===== src/rtl/pwm16_pkg.sv =====
`timescale 1ns/1ps
package pwm16_pkg;

   typedef enum logic [1:0] {
      RA_CTRL = 2'd0,
      RA_STAT = 2'd1,
      RA_VLO  = 2'd2,
      RA_VHI  = 2'd3
   } reg_addr_e;

   // Control register, bit 0 is cmp_en
   typedef struct packed {
      logic irq_en;
      logic flag_en;
      logic wide;
      logic pwm_en;
      logic cmp_en;
   } ctrl_t;

   localparam int CTRL_W   = $bits(ctrl_t);
   localparam int ST_MATCH = 0;
   localparam int ST_WRAP  = 1;
   localparam int ST_SEL   = 2;

endpackage


===== src/rtl/pwm16_regs.sv =====
`timescale 1ns/1ps
module pwm16_regs
   import pwm16_pkg::*;
#(
   parameter int BYTE_W = 8,
   localparam int CNT_W = 2 * BYTE_W
) (
   input  logic              clk_i,
   input  logic              rst_ni,
   input  logic              we_i,
   input  logic [1:0]        addr_i,
   input  logic [BYTE_W-1:0] wdata_i,
   output logic [BYTE_W-1:0] rdata_o,
   input  logic              load_i,
   input  logic              match_flag_i,
   input  logic              wrap_flag_i,
   output ctrl_t             ctrl_o,
   output logic [CNT_W-1:0]  cmp_o,
   output logic [CNT_W-1:0]  rld_o,
   output logic              clr_match_o,
   output logic              clr_wrap_o
);

   if (BYTE_W < 8) begin : g_bad_width
      $error("pwm16_regs: BYTE_W must be at least 8");
   end

   ctrl_t            ctrl_q;
   logic             sel_q;
   logic [CNT_W-1:0] cmp_q, cmp_nx;
   logic [CNT_W-1:0] rld_q, rld_nx;
   logic             wr_ctrl, wr_stat, wr_lo_live, wr_hi_live;

   assign wr_ctrl    = we_i && (addr_i == RA_CTRL);
   assign wr_stat    = we_i && (addr_i == RA_STAT);
   assign wr_lo_live = we_i && (addr_i == RA_VLO) && !sel_q;
   assign wr_hi_live = we_i && (addr_i == RA_VHI) && !sel_q;

   // One byte lane per half of the value registers
   for (genvar l = 0; l < 2; l++) begin : g_lane
      localparam logic [1:0] LANE_ADDR = 2'(2 + l);
      logic lane_wr;
      assign lane_wr = we_i && (addr_i == LANE_ADDR);
      assign cmp_nx[l*BYTE_W +: BYTE_W] =
         load_i              ? rld_q[l*BYTE_W +: BYTE_W] :
         (lane_wr && !sel_q) ? wdata_i :
                               cmp_q[l*BYTE_W +: BYTE_W];
      assign rld_nx[l*BYTE_W +: BYTE_W] =
         (lane_wr && sel_q) ? wdata_i : rld_q[l*BYTE_W +: BYTE_W];
   end

   always_ff @(posedge clk_i or negedge rst_ni) begin
      if (!rst_ni) begin
         ctrl_q <= '0;
         sel_q  <= 1'b0;
         cmp_q  <= '0;
         rld_q  <= '0;
      end else begin
         cmp_q <= cmp_nx;
         rld_q <= rld_nx;
         if (wr_stat) sel_q <= wdata_i[ST_SEL];
         if (wr_ctrl)         ctrl_q        <= ctrl_t'(wdata_i[CTRL_W-1:0]);
         else if (wr_lo_live) ctrl_q.cmp_en <= 1'b0;
         else if (wr_hi_live) ctrl_q.cmp_en <= 1'b1;
      end
   end

   assign clr_match_o = wr_stat && !wdata_i[ST_MATCH];
   assign clr_wrap_o  = wr_stat && !wdata_i[ST_WRAP];
   assign ctrl_o      = ctrl_q;
   assign cmp_o       = cmp_q;
   assign rld_o       = rld_q;

   always_comb begin
      rdata_o = '0;
      case (reg_addr_e'(addr_i))
         RA_CTRL: rdata_o[CTRL_W-1:0] = ctrl_q;
         RA_STAT: begin
            rdata_o[ST_MATCH] = match_flag_i;
            rdata_o[ST_WRAP]  = wrap_flag_i;
            rdata_o[ST_SEL]   = sel_q;
         end
         RA_VLO:  rdata_o = sel_q ? rld_q[BYTE_W-1:0] : cmp_q[BYTE_W-1:0];
         RA_VHI:  rdata_o = sel_q ? rld_q[CNT_W-1:BYTE_W] : cmp_q[CNT_W-1:BYTE_W];
         default: rdata_o = '0;
      endcase
   end

   // a live low-byte write drops the enable
   assert_lo_clears_en_R6: assert property (@(posedge clk_i) disable iff (!rst_ni)
      wr_lo_live |=> !ctrl_o.cmp_en);

   // a live high-byte write raises the enable
   assert_hi_sets_en_R6: assert property (@(posedge clk_i) disable iff (!rst_ni)
      wr_hi_live |=> ctrl_o.cmp_en);

   // a wrap while active copies the shadow into the live compare
   assert_reload_copy_R5: assert property (@(posedge clk_i) disable iff (!rst_ni)
      load_i |=> (cmp_o == $past(rld_o)));

   // shadow-path writes leave the live compare alone
   assert_shadow_isolated_R4: assert property (@(posedge clk_i) disable iff (!rst_ni)
      (we_i && sel_q && !load_i) |=> (cmp_o == $past(cmp_o)));

endmodule


===== src/rtl/pwm16_evt.sv =====
`timescale 1ns/1ps
module pwm16_evt #(
   parameter int CNT_W = 16
) (
   input  logic             active_i,
   input  logic             adv_i,
   input  logic [CNT_W-1:0] cnt_i,
   input  logic [CNT_W-1:0] cmp_i,
   input  logic [CNT_W-1:0] rld_i,
   output logic             wrap_o,
   output logic             load_o,
   output logic             match_o
);

   logic [CNT_W-1:0] cmp_eff;

   assign wrap_o  = adv_i && (cnt_i == '0);
   assign load_o  = active_i && wrap_o;
   // On the wrap that reloads, the new value already decides the match
   assign cmp_eff = load_o ? rld_i : cmp_i;
   assign match_o = active_i && adv_i && (cnt_i == cmp_eff);

endmodule


===== src/rtl/pwm16_core.sv =====
`timescale 1ns/1ps
module pwm16_core
   import pwm16_pkg::*;
(
   input  logic  clk_i,
   input  logic  rst_ni,
   input  logic  active_i,
   input  ctrl_t ctrl_i,
   input  logic  wrap_i,
   input  logic  match_i,
   input  logic  clr_match_i,
   input  logic  clr_wrap_i,
   output logic  match_flag_o,
   output logic  wrap_flag_o,
   output logic  pwm_o,
   output logic  irq_o
);

   logic out_q, match_flag_q, wrap_flag_q;
   logic set_match;

   assign set_match = match_i && ctrl_i.flag_en;

   always_ff @(posedge clk_i or negedge rst_ni) begin
      if (!rst_ni) begin
         out_q        <= 1'b0;
         match_flag_q <= 1'b0;
         wrap_flag_q  <= 1'b0;
      end else begin
         if (!active_i)    out_q <= 1'b0;
         else if (match_i) out_q <= 1'b1;
         else if (wrap_i)  out_q <= 1'b0;

         if (set_match)        match_flag_q <= 1'b1;
         else if (clr_match_i) match_flag_q <= 1'b0;

         if (wrap_i)          wrap_flag_q <= 1'b1;
         else if (clr_wrap_i) wrap_flag_q <= 1'b0;
      end
   end

   assign pwm_o        = out_q && active_i;
   assign irq_o        = match_flag_q && ctrl_i.irq_en;
   assign match_flag_o = match_flag_q;
   assign wrap_flag_o  = wrap_flag_q;

   // a match drives the output high
   assert_rise_on_match_R1: assert property (@(posedge clk_i) disable iff (!rst_ni)
      match_i |=> out_q);

   // a wrap that is not also a match drives it low
   assert_fall_on_wrap_R2: assert property (@(posedge clk_i) disable iff (!rst_ni)
      (wrap_i && !match_i) |=> !out_q);

   // an enabled match sets the sticky flag
   assert_match_flag_R9: assert property (@(posedge clk_i) disable iff (!rst_ni)
      set_match |=> match_flag_o);

   // every wrap sets the wrap flag
   assert_wrap_flag_R10: assert property (@(posedge clk_i) disable iff (!rst_ni)
      wrap_i |=> wrap_flag_o);

   // a clear with no concurrent set empties the match flag
   assert_clear_match_R11: assert property (@(posedge clk_i) disable iff (!rst_ni)
      (clr_match_i && !set_match) |=> !match_flag_o);

endmodule


===== src/rtl/pwm16_chan.sv =====
`timescale 1ns/1ps
module pwm16_chan
   import pwm16_pkg::*;
#(
   parameter int BYTE_W = 8,
   localparam int CNT_W = 2 * BYTE_W
) (
   input  logic              clk_i,
   input  logic              rst_ni,
   input  logic [CNT_W-1:0]  tb_cnt_i,
   input  logic              tb_adv_i,
   input  logic              reg_we_i,
   input  logic [1:0]        reg_addr_i,
   input  logic [BYTE_W-1:0] reg_wdata_i,
   output logic [BYTE_W-1:0] reg_rdata_o,
   output logic              pwm_o,
   output logic              irq_o
);

   ctrl_t            ctrl;
   logic [CNT_W-1:0] cmp, rld;
   logic             active, wrap, load, match;
   logic             clr_match, clr_wrap, match_flag, wrap_flag;

   assign active = ctrl.cmp_en && ctrl.pwm_en && ctrl.wide;

   pwm16_regs #(.BYTE_W(BYTE_W)) regs_i (
      .clk_i        (clk_i),
      .rst_ni       (rst_ni),
      .we_i         (reg_we_i),
      .addr_i       (reg_addr_i),
      .wdata_i      (reg_wdata_i),
      .rdata_o      (reg_rdata_o),
      .load_i       (load),
      .match_flag_i (match_flag),
      .wrap_flag_i  (wrap_flag),
      .ctrl_o       (ctrl),
      .cmp_o        (cmp),
      .rld_o        (rld),
      .clr_match_o  (clr_match),
      .clr_wrap_o   (clr_wrap)
   );

   pwm16_evt #(.CNT_W(CNT_W)) evt_i (
      .active_i (active),
      .adv_i    (tb_adv_i),
      .cnt_i    (tb_cnt_i),
      .cmp_i    (cmp),
      .rld_i    (rld),
      .wrap_o   (wrap),
      .load_o   (load),
      .match_o  (match)
   );

   pwm16_core core_i (
      .clk_i        (clk_i),
      .rst_ni       (rst_ni),
      .active_i     (active),
      .ctrl_i       (ctrl),
      .wrap_i       (wrap),
      .match_i      (match),
      .clr_match_i  (clr_match),
      .clr_wrap_i   (clr_wrap),
      .match_flag_o (match_flag),
      .wrap_flag_o  (wrap_flag),
      .pwm_o        (pwm_o),
      .irq_o        (irq_o)
   );

endmodule


===== config.mk =====
export PLATFORM = sky130hd
export DESIGN_NAME = pwm16_chan
export DESIGN_NICKNAME = d
export VERILOG_FILES = /design/src/rtl/pwm16_pkg.sv /design/src/rtl/pwm16_regs.sv /design/src/rtl/pwm16_evt.sv /design/src/rtl/pwm16_core.sv /design/src/rtl/pwm16_chan.sv
export SDC_FILE = /design/constraint.sdc
export NUM_CORES = 1
export LEC_CHECK = 0
export ABC_AREA = 1
export BUFFER_PORTS_ARGS = -buffer_cell sky130_fd_sc_hd__buf_2
export CELL_PAD_IN_SITES_DETAIL_PLACEMENT = 1
export CELL_PAD_IN_SITES_GLOBAL_PLACEMENT = 1
export CORE_ASPECT_RATIO = 1.4
export CORE_MARGIN = 2
export CORE_UTILIZATION = 40
export DETAILED_ROUTE_END_ITERATION = 6
export PLACE_DENSITY_LB_ADDON = 0.05
export SYNTH_ARGS = -nofsm -noshare
export SYNTH_HDL_FRONTEND = slang
export SYNTH_SLANG_ARGS = --single-unit

===== constraint.sdc =====
create_clock -name clk_i -period 2.4 [get_ports clk_i]
set_clock_uncertainty 0.15 [all_clocks]
set_input_delay 0.48 -clock clk_i [delete_from_list [all_inputs] [get_ports clk_i]]
set_output_delay 0.48 -clock clk_i [all_outputs]
set_load 0.01 [all_outputs]

==> impl_results.md, run 1 <==
- Die height: 98.2 um
- Congestion Overflow GR: 0
- Highest clock rate: 452 MHz
- Fill cell count: 857
- Max-slew headroom: 0.625
- CTS tree: done
- Crit end category: output pin
- Combinational share of power: 0.272
- Sequential share of the synthesized area: 0.405
- Initial antenna violation count: 0
- Sink Count: 41
- Die span in x: 71.3 um
- DR DRC count: 0
- Final Hold Viols: 0
- Cell internal pwr: 1.44 mW
- Part of the cycle the worst path needs: 0.921
- Crit path time final: 2210 ps
- Part of the power in registers: 0.457
- Outcome: complete, no violations
- Total global-route track usage: 0.268
- Core area: 6170 um2
- Critical Path Max Stage Delay: 410 ps
- # nets final: 460
- Port bufs: 39
- Initial core utilization: 0.411
- Crit path from: regs_i.sel_q$_DFFE_PN0P_
- ANT cells: 0
- P&R area growth vs syn: 21.7%
- Vias in the first global route: 2915
- Critical R2R Capture: core_i.match_flag_o$_DFFE_PN0P_
- First-pass detailed-route iteration total: 4
- Pwr dens: 719 nW/um2
- Setup ws final: 189 ps
- Initial detailed-routing violation count: 91
- First-pass GRT wire length: 14.5 mm
- DP Worst Slack: -49.2 ps
- FF-to-FF path depth: 11
- Power Total: 2.22 mW
- Net Sw Frac: 0.352
- CP max stage cell: dfrtp_1
- ANT nets after route: 0
- Lkg Pwr: 1.65 nW
- FF+latch count, synth: 41
- YS warnings: 0
- Commonest non-fill, non-tap cell in the layout: nand2_1
- Worst Setup EP: reg_rdata_o[1]
- Synthesized netlist net count: 397
- WS Path Type: reg2out
- Pin count of the biggest net entering global routing: 42
- R2r setup slk: 270 ps
- Mapped Cells: 367
- Fin. max-slew vios: 0
- Crit path DAT: 1580 ps
- NetSw: 0.781 mW
- Fraction of layout cells with a size suffix above 1: 0.202
- Worst-path cell chain: buf_4 > o21ai_0 > o22ai_1 > a31oi_1 > o21ai_0 > buf_2
- MaxCap Viol Count: 0
- Reg clk slew, reported paths: 90 ps
- Cell variety after synth: 26
- Clock buffer depth: 2
- CTS Root Buffer Type: clkbuf_8
- Via Count: 2766
- Cts bufs inserted: 5
- Inst Count DP: 495
- FP Rows: 34
- # Post-CTS Setup Buffers: 0
- Min-delay worst type: in2async
- Synthesized area: 2530 um2
- Unrepaired setup endpoints after global routing: false
- Max VDD drop: 0.485 mV
- Critical path fanouts, max: 18
- Die area: 7000 um2
- Total wire length: 8.75 mm
- Commonest cells after routing, fill and taps aside: nand2_1 (127), dfrtp_1 (41), o21ai_0 (40)
- Clock network fraction of design power: 0.271
- WL per Instance: 17.4 um
- Hpwl dp: 7.08 mm
- GPL Wtd Cong: 0.814
- Worst-skew pair later-pin latency: 300 ps
- Cell Count, Final, Fillers Out: 503
- CP dominant cell by count: o21ai_0
- Slew at the pin closest to its max-slew limit: 563 ps
- Final setup viols: 0
- Vias per inst: 5.50
- CTS HTree Levels: 2
- Required time worst endpoint: 1770 ps
- # IOs: 40
- CP startpoint kind: flip-flop
- FF-to-FF Start: regs_i.ctrl_o[2]$_DFFE_PN0P_
- Sum of negative setup slack: 0 ps
- Mean post-synth cell area: 6.90 um2
-- stage by stage --
step	area [um2]	hold WS, ps	util
detailed placement	2960	359	0.481
finish	3080	90.0	0.500
global placement	2960	337	0.481
global route	3080	133	0.500
floorplan	2530	34.4	-
CTS	3080	106	0.500
-- critical path, delay by kind of cell, from the launching register on --
kind,cells,cell delay [ps]
buffers and inverters,2,350
DFF,1,410
AOI/OAI and AO/OA,4,510
-- layout make-up --
class | count | area, um2 | share of cell area
Inverter | 43 | 161 | 0.0523
Sequential cell | 41 | 1030 | 0.333
Clock buffer | 6 | 82.6 | 0.0268
Multi-Input combinational cell | 273 | 1290 | 0.418
Tap cell | 72 | 90.1 | 0.0292
Timing Repair Buffer | 66 | 398 | 0.129
Clock inverter | 2 | 37.5 | 0.0122
-- metal layers --
layer,share of wire,GRT usage
met5,0,0
met4,0.018,0.0798
met3,0.036,0.0361
met2,0.51,0.467
met1,0.44,0.340
-- flip-flops by register name (all words and copies together), names as in the netlist --
name                 cells
regs_i.rld_o            16
regs_i.sel_q             1
core_i.wrap_flag_o       1
regs_i.cmp_o            16
regs_i.ctrl_o            5
core_i.out_q             1
core_i.match_flag_o      1
-- cells in the mapped netlist --
cell         n  area (um2)
nand3b_1     2        15.0
o211ai_1    13        97.6
nor2_1      32         120
o2111ai_1    1        8.76
inv_2        3        11.3
nand4_1     13        81.3
a31oi_1      2        12.5
nand2_2      1        6.26
a21oi_1      2        10.0
nor3_1       1        5.00
nor2_2       5        31.3
o221ai_1     7        61.3
o21ai_0     40         200
clkbuf_1     6        22.5
buf_2        1        5.00
nand3_1     20         100
nor2_4       1        11.3
buf_4        1        7.51
dfrtp_1     41        1030
inv_1       39         146
nand3_4      1        17.5
clkinv_1     1        3.75
o21ai_2      1        8.76
nand2_1    127         477
o22ai_1      4        25.0
buf_6        2        22.5
-- worst min path at each step --
| stage | startpoint | to | slack, ps | depth (start not counted) |
|---|---|---|---|---|
| floorplan | rst_ni | core_i.match_flag_o$_DFFE_PN0P_ | 30 | 0 |
| global placement | core_i.wrap_flag_o$_DFFE_PN0P_ | core_i.wrap_flag_o$_DFFE_PN0P_ | 340 | 2 |
| detailed placement | core_i.wrap_flag_o$_DFFE_PN0P_ | core_i.wrap_flag_o$_DFFE_PN0P_ | 360 | 2 |
| CTS | rst_ni | regs_i.rld_o[4]$_DFFE_PN0P_ | 110 | 2 |
| global route | rst_ni | regs_i.rld_o[4]$_DFFE_PN0P_ | 130 | 2 |
| finish | rst_ni | regs_i.rld_o[4]$_DFFE_PN0P_ | 90 | 2 |
-- power by group through the flow --
stage                     Clock, mW  Sequential, mW  Combinational (mW)
final                         0.601            1.01               0.603
after detailed placement          0            1.02               0.605
after global placement            0            1.02               0.580
after CTS                     0.605            1.01               0.611
after floorplan                   0           0.954               0.396
after global routing          0.625            1.04               0.697
-- what timing repair did --
| action | 4_1_cts | 5_1_grt |
|---|---|---|
| hold buffers | 0 | 0 |
| setup endpoints to repair | 0 | 1 |
| gates resized for setup | 0 | 1 |
-- cell families after synthesis --
family / Yosys count / synth area share
buffers and inverters: 53 / 0.0864
and+or+nand+nor: 203 / 0.341
DFF: 41 / 0.405
AOI/OAI and AO/OA: 70 / 0.167
Note: power is estimated with default switching activity, not from simulation.
==> inputs of run 2 (changes only) <==
- ABC_AREA: 1 -> not set
- CORE_UTILIZATION: 40 -> 44
==> impl_results.md, run 2 <==
- Outcome: finished, violations left
- Failing checks: setup timing
- Die span in x: 68.9 um (-3.4%)
- Top cells by area, synth: dfrtp_1 (40%), mux2i_1 (9.7%), mux2_2 (9.1%)
- Vias in the first global route: 2413 (-17%)
- Worst-path cell chain: buf_6 > or4_4 > nor4_4 > nand2_2 > or4_1 > a211o_1 > nor4_4 > a21bo_1
- Port bufs: 39 (unchanged)
- Slew at the pin closest to its max-slew limit: 533 ps (-30.3 ps)
- Commonest cells after routing, fill and taps aside: dfrtp_1 (40), buf_2 (37), buf_4 (37)
- DR DRC count: 0 (unchanged)
- Post-layout util: 0.574 (+0.0738)
- Crit end category: flip-flop
- First-pass GRT wire length: 12.8 mm (-12%)
- Sequential share of the synthesized area: 0.396 (-0.00919)
- # nets final: 365 (-21%)
- Die area: 6530 um2 (-6.7%)
- Mean post-synth cell area: 9.89 um2 (+43%)
- Synthesized netlist net count: 292 (-26%)
- Initial antenna violation count: 0 (unchanged)
- Min-delay worst type: in2reg
- Clock buffer depth: 2 (unchanged)
- Most common cell in the netlist: dfrtp_1
- ANT nets after route: 0 (unchanged)
- Congestion Overflow GR: 0 (unchanged)
- YS warnings: 0 (unchanged)
- Commonest cells in the netlist: dfrtp_1 (41), mux2i_1 (25), nand2_1 (23)
- CTS Root Buffer Type: clkbuf_8
- Top cell type's share of synthesized area: 0.396 (-0.00919)
- Critical Path Max Stage Delay: 560 ps (+150 ps)
- FP Rows: 33 (-2.9%)
- Cell taking the most area after synthesis: dfrtp_1
- Final Hold Viols: 0 (unchanged)
- Critical path fanouts, max: 2 (-16)
- MaxCap Viol Count: 0 (unchanged)
- Fin. max-slew vios: 0 (unchanged)
- Commonest non-fill, non-tap cell in the layout: dfrtp_1
- ANT cells: 0 (unchanged)
- Lkg Pwr: 1.61 nW (-2.2%)
- Total wire length: 8.31 mm (-5.0%)
- Die height: 94.8 um (-3.4%)
- Total global-route track usage: 0.276 (+0.00841)
- Fill cell count: 683 (-20%)
- GPL Wtd Cong: 0.878 (+7.8%)
- Power Total: 2.54 mW (+14%)
- Async SR Flop Fraction: 1.00 (unchanged)
- CP dominant cell by count: nor4_4
- WS Path Type: in2reg
- Unrepaired setup endpoints after global routing: true
- P&R area growth vs syn: 27.9%
- Setup ws final: -162 ps (-351 ps)
- Core area: 5780 um2 (-6.3%)
- Part of the cycle the worst path needs: 1.07 (+0.146)
- Synthesized area: 2590 um2 (+2.3%)
- WL per Instance: 20.5 um (+18%)
- Required time worst endpoint: 2490 ps (+720 ps)
- Highest clock rate: 390 MHz (-14%)
- Crit path DAT: 2660 ps (+1080 ps)
- CTS tree: done
- Vias per inst: 5.65 (+2.8%)
- First-pass detailed-route iteration total: 4 (unchanged)
- Sink Count: 41 (unchanged)
- Mapped Cells: 262 (-29%)
- Final setup viols: 2 (+2)
- Initial core utilization: 0.448 (+0.0377)
- CP max stage cell: or4_4
- Max-slew headroom: 0.645 (+0.0202)
- Crit path time final: 2560 ps (+351 ps)
- Max VDD drop: 0.410 mV (-16%)
- EDFF count, synth: 0 (unchanged)
- # IOs: 40 (unchanged)
- Cts bufs inserted: 5 (unchanged)
- CP startpoint kind: primary input
- Cell variety after synth: 41 (+58%)
- Pwr dens: 765 nW/um2 (+6.4%)
- Ys flop type: dfrtp_1
- Reg clk slew, reported paths: 80 ps (about the same)
- Via Count: 2295 (-17%)
- FF+latch count, synth: 41 (unchanged)
- Worst-skew pair later-pin latency: 310 ps (about the same)
- Hpwl dp: 6.48 mm (-8.6%)
- Pin count of the biggest net entering global routing: 23 (-45%)
- Fraction of layout cells with a size suffix above 1: 0.366 (+0.164)
- CTS HTree Levels: 2 (unchanged)
- Initial detailed-routing violation count: 109 (+20%)
-- run 2: changes by cell type in the layout (fill, tap and decap cells not counted), sizes merged, moves of 21 or more --
cell,delta
mux2,+21
mux2i,+25
o21ai,-25
nand2,-104
nor2,-24
inv,-31
-- run 2: through the flow --
stage	setup WS [ps]	setup TNS (ps)	std cells	hold slack, ps	cell area (um2)
after global routing	-241	-421	406	317	3320
final	-162	-273	406	304	3320
after CTS	-175	-298	402	307	3270
after detailed placement	-563	-1730	393	325	3100
after floorplan	-334	-638	262	34.4	2600
after global placement	-516	-1560	393	328	3100
-- run 2: repair_timing --
item	in CTS	in global routing
gates resized for setup	4	5
setup buffers	0	4
pin swaps	1	5
hold endpoints to repair	10	0
endpoints found under the setup margin	5	3
hold buffers	1	0
-- run 2: logic make-up (layout without fill, tap and decap cells) --
logic type	after synthesis	in the layout	share of synthesized area
buf+inv	24	98	0.0347
compound gates	62	62	0.155
flops	41	41	0.396
xor+xnor	5	5	0.0169
mux	50	50	0.222
simple gates	80	80	0.175
-- run 2: final cells by class --
class	instances	area, um2	share of cell area
clock buffers	5	68.8	0.0207
clock inverters	3	65.1	0.0196
inverters	12	45.0	0.0136
multi-input cells	197	1510	0.455
flip-flops and latches	41	1030	0.310
well taps	70	87.6	0.0264
repair buffers	78	515	0.155
-- run 2: power by group --
| part | internal [mW] | switching (mW) | leakage [nW] | total [mW] |
|---|---|---|---|---|
| combinational | 0.412 | 0.358 | 1.05 | 0.771 |
| clock | 0.413 | 0.257 | 0.0681 | 0.671 |
| sequential | 0.879 | 0.216 | 0.495 | 1.10 |
-- run 2: routing by layer --
metal	track usage	part of all wire	wire, um
met5	0	0	0
met4	0.103	0.026	213
met3	0.0310	0.028	233
met2	0.474	0.51	4250
met1	0.349	0.43	3610
-- run 2: worst paths after layout --
path / slack (ps) / start / cells past startpoint / to
setup reg to reg: 90 / regs_i.ctrl_o[0]$_DFFE_PN0P_ / 9 / core_i.match_flag_o$_DFFE_PN0P_
hold / removal: 300 / reg_wdata_i[7] / 2 / regs_i.rld_o[7]$_DFFE_PN0P_
hold reg to reg: 390 / regs_i.ctrl_o[3]$_DFFE_PN0P_ / 1 / core_i.match_flag_o$_DFFE_PN0P_
setup / recovery: -160 / tb_cnt_i[11] / 8 / core_i.match_flag_o$_DFFE_PN0P_
min in group asynchronous: 540 / rst_ni / 2 / regs_i.cmp_o[0]$_DFFE_PN0P_
max in group asynchronous: 970 / rst_ni / 3 / regs_i.cmp_o[12]$_DFFE_PN0P_
-- run 2: worst max-delay path: cells and delay by family --
kind                   cells  cell delay (ps)
buffers and inverters      1              100
and+or+nand+nor            5             1620
AOI/OAI and AO/OA          2              450
==> inputs of run 3 (changes only) <==
--- a/config.mk
+++ b/config.mk
@@ -8,7 +8,5 @@
 export BUFFER_PORTS_ARGS = -buffer_cell sky130_fd_sc_hd__buf_2
-export CELL_PAD_IN_SITES_DETAIL_PLACEMENT = 1
-export CELL_PAD_IN_SITES_GLOBAL_PLACEMENT = 1
 export CORE_ASPECT_RATIO = 1.4
 export CORE_MARGIN = 2
-export CORE_UTILIZATION = 44
+export CORE_UTILIZATION = 46
 export DETAILED_ROUTE_END_ITERATION = 6
==> constraint.sdc (replaced) <==
create_clock -name clk_i -period 2.4 [get_ports clk_i]
set_clock_uncertainty 0.15 [all_clocks]
set_input_delay 0.12 -clock clk_i [delete_from_list [all_inputs] [get_ports clk_i]]
set_output_delay 0.12 -clock clk_i [all_outputs]
set_load 0.01 [all_outputs]
==> impl_results.md, run 3 (same netlist as run 2, synthesis figures left out) <==
- Critical path fanouts, max: 4 (+2)
- Pin count of the biggest net entering global routing: 28 (+22%)
- First-pass GRT wire length: 11.5 mm (-10%)
- Vias in the first global route: 2236 (-7.3%)
- Reg clk slew, reported paths: 80 ps (about the same)
- WS Path Type: in2reg
- Outcome: complete, no violations
- Final Hold Viols: 0 (unchanged)
- Die height: 92.8 um (-2.1%)
- # IOs: 40 (unchanged)
- Initial detailed-routing violation count: 149 (+37%)
- Port bufs: 39 (unchanged)
- Crit end category: flip-flop
- MaxCap Viol Count: 0 (unchanged)
- FP Rows: 32 (-3.0%)
- Congestion Overflow GR: 0 (unchanged)
- Crit path DAT: 2400 ps (-260 ps)
- Unrepaired setup endpoints after global routing: false
- Part of the cycle the worst path needs: 0.961 (-0.106)
- Lkg Pwr: 1.55 nW (-3.7%)
- Hpwl dp: 5.52 mm (-15%)
- Pwr dens: 710 nW/um2 (-7.1%)
- Min-delay worst type: in2reg
- Total wire length: 7.33 mm (-12%)
- DR DRC count: 0 (unchanged)
- Slew at the pin closest to its max-slew limit: 680 ps (+148 ps)
- Inst Count DP: 383 (-2.5%)
- Sum of negative setup slack: 0 ps (+273 ps)
- Initial antenna violation count: 0 (unchanged)
- # nets final: 362 (-0.82%)
- Commonest non-fill, non-tap cell in the layout: dfrtp_1
- Highest clock rate: 434 MHz (+11%)
- WL per Instance: 18.3 um (-10%)
- First-pass detailed-route iteration total: 4 (unchanged)
- P&R area growth vs syn: 24.5%
- R2r setup slk: 140 ps (+50 ps)
- Max VDD drop: 0.419 mV (+2.2%)
- Sink Count: 41 (unchanged)
- Die area: 6260 um2 (-4.1%)
- Worst-skew pair later-pin latency: 300 ps (about the same)
- Initial core utilization: 0.473 (+0.0241)
- Max-slew headroom: 0.546 (-0.0984)
- Fraction of layout cells with a size suffix above 1: 0.328 (-0.0378)
- CTS tree: done
- Fin. max-slew vios: 0 (unchanged)
- Vias per inst: 5.56 (-1.6%)
- GPL Wtd Cong: 0.927 (+5.6%)
- Required time worst endpoint: 2500 ps (about the same)
- CTS Root Buffer Type: clkbuf_8
- Clock buffer depth: 2 (unchanged)
- Fill cell count: 501 (-27%)
- ANT cells: 0 (unchanged)
- Cell Count, Final, Fillers Out: 400 (-1.5%)
- Via Count: 2224 (-3.1%)
- Total global-route track usage: 0.248 (-0.0283)
- Crit path time final: 2310 ps (-255 ps)
- Final setup viols: 0 (-2)
- CTS HTree Levels: 2 (unchanged)
- Commonest cells after routing, fill and taps aside: dfrtp_1 (41), buf_2 (39), buf_4 (27)
- Die span in x: 67.4 um (-2.1%)
- CP startpoint kind: primary input
- Cts bufs inserted: 5 (unchanged)
- ANT nets after route: 0 (unchanged)
- Core area: 5490 um2 (-5.1%)
[run 3: changes by cell type in the layout (fill, tap and decap cells not counted), sizes merged]
cell	before	now
bufinv	2	0
clkbuf	5	7
clkinv	1	0
dlygate4sd3	1	8
buf	77	67
[run 3: path summary, 6_finish.rpt]
check | from | cells after the start | to
setup / recovery | tb_cnt_i[4] | 9 | core_i.match_flag_o$_DFFE_PN0P_
setup reg to reg | regs_i.ctrl_o[0]$_DFFE_PN0P_ | 7 | core_i.match_flag_o$_DFFE_PN0P_
hold reg to reg | core_i.wrap_flag_o$_DFFE_PN0P_ | 2 | core_i.wrap_flag_o$_DFFE_PN0P_
hold / removal | reg_wdata_i[2] | 2 | regs_i.rld_o[10]$_DFFE_PN0P_
min in group asynchronous | rst_ni | 2 | core_i.match_flag_o$_DFFE_PN0P_
max in group asynchronous | rst_ni | 3 | regs_i.rld_o[1]$_DFFE_PN0P_
[run 3: final cells by class]
cell class | instances | area [um2] | share of cell area
Multi-Input combinational cell | 197 | 1500 | 0.464
Sequential cell | 41 | 1030 | 0.318
Timing Repair Buffer | 75 | 489 | 0.152
Clock buffer | 7 | 86.3 | 0.0267
Tap cell | 68 | 85.1 | 0.0264
Inverter | 12 | 45.0 | 0.0140
[run 3: repair_timing]
action	in CTS	in global routing
setup endpoints to repair	0	2
hold buffers	8	0
buffers inserted	0	2
resized for setup	0	6
endpoints found under the hold margin	39	0
[run 3: routing by layer]
layer  track usage  routed length [um]
met5             0                   0
met4        0.0765                  88
met3        0.0279                 313
met1         0.341                3290
met2         0.403                3630
[run 3: stage by stage]
stage	utilization	setup WS (ps)	area [um2]	hold WS [ps]	total power [mW]
5_1_grt	0.589	8.23	3230	20.6	2.44
6_report	0.589	93.5	3230	4.68	2.29
3_5_place_dp	0.551	-167	3020	25.3	1.81
2_1_floorplan	-	24.4	2590	-326	1.53
3_3_place_gp	0.551	-146	3020	26.7	1.79
4_1_cts	0.581	14.3	3190	3.26	2.29
[run 3: worst max-delay path, cell delays in order]
cell	delay [ps]
buf_2	120
or4b_2	700
nor4_4	300
buf_4	180
a21boi_0	70
o21bai_1	200
o2111ai_1	210
nor4_4	340
a21bo_1	150
[run 3: report_power, final]
part           total, mW  internal, mW  switching [mW]
sequential          1.10         0.878           0.221
clock              0.465         0.229           0.237
combinational      0.728         0.403           0.325
total               2.29          1.51           0.783
